==> config.mk <==
export PLATFORM = sky130hd
export DESIGN_NAME = mkv_miss_prefetcher
export DESIGN_NICKNAME = d
export VERILOG_FILES = /design/src/rtl/mkv_pkg.sv /design/src/rtl/mkv_succ_table.sv /design/src/rtl/mkv_pf_queue.sv /design/src/rtl/mkv_miss_prefetcher.sv
export SDC_FILE = /design/constraint.sdc
export NUM_CORES = 1
export LEC_CHECK = 0
export CAP_MARGIN = 20
export CELL_PAD_IN_SITES_DETAIL_PLACEMENT = 1
export CELL_PAD_IN_SITES_GLOBAL_PLACEMENT = 1
export CORE_MARGIN = 5
export CORE_UTILIZATION = 45
export DETAILED_ROUTE_END_ITERATION = 8
export PLACE_DENSITY = 0.74
export RECOVER_POWER = 50
export SLEW_MARGIN = 20
export SYNTH_ARGS = -nofsm -noshare
export SYNTH_HDL_FRONTEND = slang
export SYNTH_SLANG_ARGS = --single-unit
==> constraint.sdc <==
create_clock -name clk -period 5.1 [get_ports clk]
set_input_delay 1.275 -clock clk [delete_from_list [all_inputs] [get_ports clk]]
set_output_delay 1.275 -clock clk [all_outputs]
set_load 0.1 [all_outputs]
==> src/rtl/mkv_pkg.sv <==
package mkv_pkg;
    parameter int ADDR_W = 16;
    parameter int IDX_W  = 3;
    parameter int NSUCC  = 2;

    localparam int DEPTH = 1 << IDX_W;
    localparam int TAG_W = ADDR_W - IDX_W;
    localparam int CNT_W = $clog2(NSUCC + 1);

    typedef logic [ADDR_W-1:0] addr_t;
    typedef logic [IDX_W-1:0]  idx_t;
    typedef logic [TAG_W-1:0]  tag_t;
    typedef logic [CNT_W-1:0]  cnt_t;

    typedef struct packed {
        logic                    valid;
        tag_t                    tag;
        cnt_t                    nv;
        addr_t [NSUCC-1:0]       succ;
    } entry_t;

    function automatic idx_t idx_of(input addr_t a);
        return a[IDX_W-1:0];
    endfunction

    function automatic tag_t tag_of(input addr_t a);
        return a[ADDR_W-1:IDX_W];
    endfunction

    function automatic entry_t blank_entry(input tag_t t);
        entry_t r;
        r       = '0;
        r.valid = 1'b1;
        r.tag   = t;
        return r;
    endfunction

    // Put a at the front of the list; a repeat is moved, a new one pushes the oldest out.
    function automatic entry_t insert_succ(input entry_t e, input addr_t a);
        entry_t r;
        logic   found;
        int     pos;
        found = 1'b0;
        pos   = NSUCC - 1;
        for (int i = 0; i < NSUCC; i++) begin
            if (!found && (i < int'(e.nv)) && (e.succ[i] == a)) begin
                found = 1'b1;
                pos   = i;
            end
        end
        r         = e;
        r.succ[0] = a;
        for (int i = 1; i < NSUCC; i++) begin
            if (i <= pos) r.succ[i] = e.succ[i-1];
        end
        if (!found && (int'(e.nv) < NSUCC)) r.nv = e.nv + cnt_t'(1);
        return r;
    endfunction
endpackage

==> src/rtl/mkv_succ_table.sv <==
module mkv_succ_table
    import mkv_pkg::*;
(
    input  logic   clk,
    input  logic   rst,
    input  idx_t   rd_a_idx,
    output entry_t rd_a,
    input  idx_t   rd_b_idx,
    output entry_t rd_b,
    input  logic   wa_en,
    input  idx_t   wa_idx,
    input  entry_t wa_data,
    input  logic   wb_en,
    input  idx_t   wb_idx,
    input  entry_t wb_data
);
    entry_t tbl [DEPTH];

    assign rd_a = tbl[rd_a_idx];
    assign rd_b = tbl[rd_b_idx];

    // Port b (allocation) is written last and so overrides port a on the same line.
    always_ff @(posedge clk) begin
        if (rst) begin
            for (int i = 0; i < DEPTH; i++) tbl[i] <= '0;
        end else begin
            if (wa_en) tbl[wa_idx] <= wa_data;
            if (wb_en) tbl[wb_idx] <= wb_data;
        end
    end

    for (genvar g = 0; g < DEPTH; g++) begin : g_line
        AST_NV_BOUND: assert property (@(posedge clk) disable iff (rst)
            int'(tbl[g].nv) <= NSUCC);
        for (genvar i = 0; i < NSUCC; i++) begin : g_i
            for (genvar j = i + 1; j < NSUCC; j++) begin : g_j
                AST_NO_DUP: assert property (@(posedge clk) disable iff (rst)
                    (tbl[g].valid && (int'(tbl[g].nv) > j)) |-> (tbl[g].succ[i] != tbl[g].succ[j]));
            end
        end
    end
endmodule

==> src/rtl/mkv_pf_queue.sv <==
module mkv_pf_queue
    import mkv_pkg::*;
(
    input  logic              clk,
    input  logic              rst,
    input  logic              load,
    input  addr_t [NSUCC-1:0] load_list,
    input  cnt_t              load_cnt,
    output logic              pf_valid,
    input  logic              pf_ready,
    output addr_t             pf_addr
);
    addr_t slot [NSUCC];
    cnt_t  cnt;
    logic  pop;

    assign pf_valid = (cnt != '0);
    assign pf_addr  = slot[0];
    assign pop      = pf_valid && pf_ready;

    always_ff @(posedge clk) begin
        if (rst) begin
            cnt <= '0;
            for (int i = 0; i < NSUCC; i++) slot[i] <= '0;
        end else if (load) begin
            cnt <= load_cnt;
            for (int i = 0; i < NSUCC; i++) slot[i] <= load_list[i];
        end else if (pop) begin
            cnt <= cnt - cnt_t'(1);
            for (int i = 0; i < NSUCC - 1; i++) slot[i] <= slot[i+1];
        end
    end

    AST_LOAD_WHEN_EMPTY: assert property (@(posedge clk) disable iff (rst)
        load |-> (cnt == '0));
    AST_PF_HOLD: assert property (@(posedge clk) disable iff (rst)
        (pf_valid && !pf_ready) |=> (pf_valid && $stable(pf_addr)));
    AST_CNT_BOUND: assert property (@(posedge clk) disable iff (rst)
        int'(cnt) <= NSUCC);
endmodule

==> src/rtl/mkv_miss_prefetcher.sv <==
module mkv_miss_prefetcher
    import mkv_pkg::*;
(
    input  logic  clk,
    input  logic  rst,
    input  logic  miss_valid,
    output logic  miss_ready,
    input  addr_t miss_addr,
    output logic  pf_valid,
    input  logic  pf_ready,
    output addr_t pf_addr
);
    addr_t  prev_addr;
    logic   prev_valid;
    logic   accept;
    entry_t prev_ent, cur_ent, upd_ent;
    logic   prev_hit, cur_hit;
    logic   upd_we, alloc_we, q_load;

    assign miss_ready = !pf_valid;
    assign accept     = miss_valid && miss_ready;

    mkv_succ_table u_table (
        .clk      (clk),
        .rst      (rst),
        .rd_a_idx (idx_of(prev_addr)),
        .rd_a     (prev_ent),
        .rd_b_idx (idx_of(miss_addr)),
        .rd_b     (cur_ent),
        .wa_en    (upd_we),
        .wa_idx   (idx_of(prev_addr)),
        .wa_data  (upd_ent),
        .wb_en    (alloc_we),
        .wb_idx   (idx_of(miss_addr)),
        .wb_data  (blank_entry(tag_of(miss_addr)))
    );

    always_comb begin
        prev_hit = prev_ent.valid && (prev_ent.tag == tag_of(prev_addr));
        cur_hit  = cur_ent.valid && (cur_ent.tag == tag_of(miss_addr));
        if (prev_hit) begin
            upd_ent = insert_succ(prev_ent, miss_addr);
        end else begin
            upd_ent = insert_succ(blank_entry(tag_of(prev_addr)), miss_addr);
        end
        upd_we   = accept && prev_valid;
        alloc_we = accept && !cur_hit;
        q_load   = accept && cur_hit && (cur_ent.nv != '0);
    end

    mkv_pf_queue u_queue (
        .clk       (clk),
        .rst       (rst),
        .load      (q_load),
        .load_list (cur_ent.succ),
        .load_cnt  (cur_ent.nv),
        .pf_valid  (pf_valid),
        .pf_ready  (pf_ready),
        .pf_addr   (pf_addr)
    );

    always_ff @(posedge clk) begin
        if (rst) begin
            prev_addr  <= '0;
            prev_valid <= 1'b0;
        end else if (accept) begin
            prev_addr  <= miss_addr;
            prev_valid <= 1'b1;
        end
    end

    AST_HIT_ISSUES: assert property (@(posedge clk) disable iff (rst)
        (accept && cur_hit && (cur_ent.nv != '0)) |=> (pf_valid && (pf_addr == $past(cur_ent.succ[0]))));
    AST_MISS_SILENT: assert property (@(posedge clk) disable iff (rst)
        (accept && !cur_hit) |=> !pf_valid);
    AST_NO_ACCEPT_BUSY: assert property (@(posedge clk) disable iff (rst)
        pf_valid |-> !accept);
endmodule

==> results.toml <==
[cts]
root_buffer = "clkbuf_16"
cts_hold_buf = 0
post_cts_buffers = 0
clk_pin_slew_ps = 60
cts_tree = "yes"
clk_path_buf_depth = 3
clk-insertion-delay-late_ps = 610
htree_levels = 2
clock-sinks = 438
numCtsBuffers = 50
cts-resized-gates = 0

[synthesis]
yosysUniqueCellTypes = 71
synthCells = 1865
synth_edf_count = 136
yosysSeqAreaShare = 0.452
ys.flop_type = "dfxtp_1"
avgSynthCellArea_sq_um = 12.0
netlist_area_sq_um = 22400
async_flop_share = 0
yosysWarnings = 0
ys_seq_elements = 438
synth_nets = 1887

[global_route]
grtUsageTotal = 0.308
antenna_found_initial = 3
grt_max_degree = 44
grt_pass1_vias = 18900
grt.overflow.total = 0
grt_pass1_wl_um = 126000

[finish]
stdcell_count = 2623
areaGrowthSynthToFinish_pct = 13.2
mostFrequentLayoutCell = "dfxtp_1"
finalNetCount = 1939
drive_above_1_share = 0.200
mostFrequentLayoutCells = "dfxtp_1 (299), a22o_1 (204), mux2i_1 (181)"
utilization = 0.517

[place]
dp_cells = 2529
hpwl_um = 54700
io_buffers = 37
place_congestion = 0.908

[timing]
tightest_slew_ps = 1450
setup_viol_count_final = 0
rsz0062_at_grt = "no"
tns_ps = 0
hold_viol_final = 0
period_share = 0.881
maxSlewHeadroom = 0.0299
skew_ps = 34.7
max_freq_mhz = 222
final-max-slew-violation-count = 0
period_minus_slack_ps = 4500

[route]
dr.first_iter.drc_count = 2074
wl_per_cell_um = 32.4
vias = 18300
wl_um = 85100
dr.pass1.iters = 5
antenna_left = 0
vias_per_cell = 6.96
drc = 0

[pwr]
ir_drop_uv = 268
p_int_uw = 6380
p_switching_uw = 2710
p_clk_frac = 0.405
p_leak_uw = 0.00935
power_density_nw_per_um2 = 358
seq_power_share = 0.430
comb_power_share = 0.165
swShare = 0.298

[worst_setup_path]
crit_required_ps = 5340
reg2reg_to = "u_table.tbl[2][22]"
r2r_cells = 11
crit_buf_inv = 4
cpPeakStageDelay_ps = 550
path_cells = "clkbuf_1 -> buf_12 -> mux2_2 -> a221o_1 -> a22oi_1 -> xnor2_1 -> nor3_1 -> nand4_1 -> buf_12 -> o31ai_1 -> clkbuf_2"
ff2ff_setup_slack_ps = 1000
critPathKind = "in -> reg"
path_common_cell = "buf_12"
cp-start-kind = "input pin"
cpMaxStageDelayCell = "clkbuf_2"
crit_path_max_fanout = 37
path_delay_family = "buffers and inverters"
arrival_ps = 4740
cp-end-kind = "flop"

[die]
initial_core_util = 0.457
die_h_um = 233
dieArea_sq_um = 54400
fp-row-count = 81
die_w_um = 233
io_pins = 38
core_sq_um = 49100

[min_path]
min_path_cells = 1
worstHoldEndpoint = "u_table.tbl[1][32]"
hold_start = "u_table.tbl[1][32]"
hp-class = "reg -> reg"

[run]
maxCapViolations = 0

[run_status]
status = "finished, final reports clean"
[layer usage]
metal / vias up / global-route usage / wire, um
met5: - / 0 / 13
met3: 313 / 0.0565 / 7370
met4: 2 / 0.176 / 5620
met1: 9397 / 0.394 / 33200
met2: 1062 / 0.491 / 38900
li1: 7482 / - / -
[power groups by stage]
stage	combinational (uW)	clock, uW	sequential (uW)
2_1_floorplan	965	0	3960
3_3_place_gp	1480	0	3970
3_5_place_dp	1500	0	3970
4_1_cts	1510	3710	3900
5_1_grt	1550	3860	3920
6_report	1500	3680	3910
[area by class of cell]
cell class / count / area (sq um)
fill: 5090 / 23700
timing repair buffer: 175 / 1580
sequential: 438 / 10100
inverter: 33 / 129
clock inverter: 18 / 168
multi-input combinational: 1219 / 11000
tap: 664 / 831
antenna: 2 / 5.00
clock buffer: 74 / 1520
[kinds of logic after synthesis]
kind of cell    share of synthesized area
compound gates                      0.228
fa+ha+maj                         0.00112
simple gates                       0.0692
mux                                 0.185
buf+inv                            0.0541
xor+xnor                           0.0109
flops                               0.452
[registers in the layout, indices dropped and copies added, names as in the netlist, named ones only]
name,flops
u_queue.cnt,2
prev_addr,16
prev_valid,1
u_queue.slot,32
u_table.tbl,384
[worst max path at each step]
stage,slack (ps),cells after the start,start,endpoint
2_1_floorplan,130,13,miss_addr[2],u_queue.slot[0][0]
3_3_place_gp,550,10,miss_addr[3],u_table.tbl[6][43]
3_5_place_dp,520,10,miss_addr[3],u_table.tbl[6][43]
4_1_cts,990,9,flop,u_table.tbl[2][22]
5_1_grt,370,11,miss_addr[1],u_queue.slot[1][7]
6_report,600,11,miss_addr[1],u_queue.slot[1][1]
[synthesized netlist by cell type, drive strengths merged, types with 2 or more instances]
library cell	instances	area share
clkinv	11	0.0018
a311oi	8	0.0094
a221oi	20	0.0078
nand2b	7	0.0020
a31oi	18	0.0050
nand3	30	0.0085
dfxtp	302	0.27
o21ai	27	0.0060
xnor2	28	0.011
nand2	170	0.028
a21oi	35	0.0078
a211o	4	0.0027
o221ai	7	0.0027
clkbuf	65	0.011
mux2i	182	0.082
nand4b	4	0.0016
nor3	15	0.0036
and2	3	0.00084
and2b	2	0.00067
or3	7	0.0020
o2bb2ai	115	0.052
o211ai	14	0.011
o22ai	50	0.014
a221o	3	0.0013
nor2	33	0.0059
a22oi	48	0.016
a22o	204	0.080
and3	2	0.00056
inv	22	0.0039
ha	2	0.0011
nand4	3	0.00084
a211oi	3	0.0027
a21boi	12	0.0052
mux2	18	0.0090
o22a	5	0.0020
buf	110	0.037
o21a	2	0.00067
nand3b	3	0.0010
and4	3	0.0013
nor2b	15	0.0042
mux4	92	0.094
edfxtp	136	0.18
nor4	18	0.0076
[per-stage QoR]
stage               hold slack, ps  instance area [sq um]  setup WS [ps]  power (uW)
floorplan                      449                  22400            125        4920
global placement               462                  23900            554        5440
detailed placement             472                  23900            521        5480
CTS                            488                  25600            992        9130
global route                   499                  25400            370        9330
finish                         492                  25400            605        9090
Power figures use the tool's default switching activity.
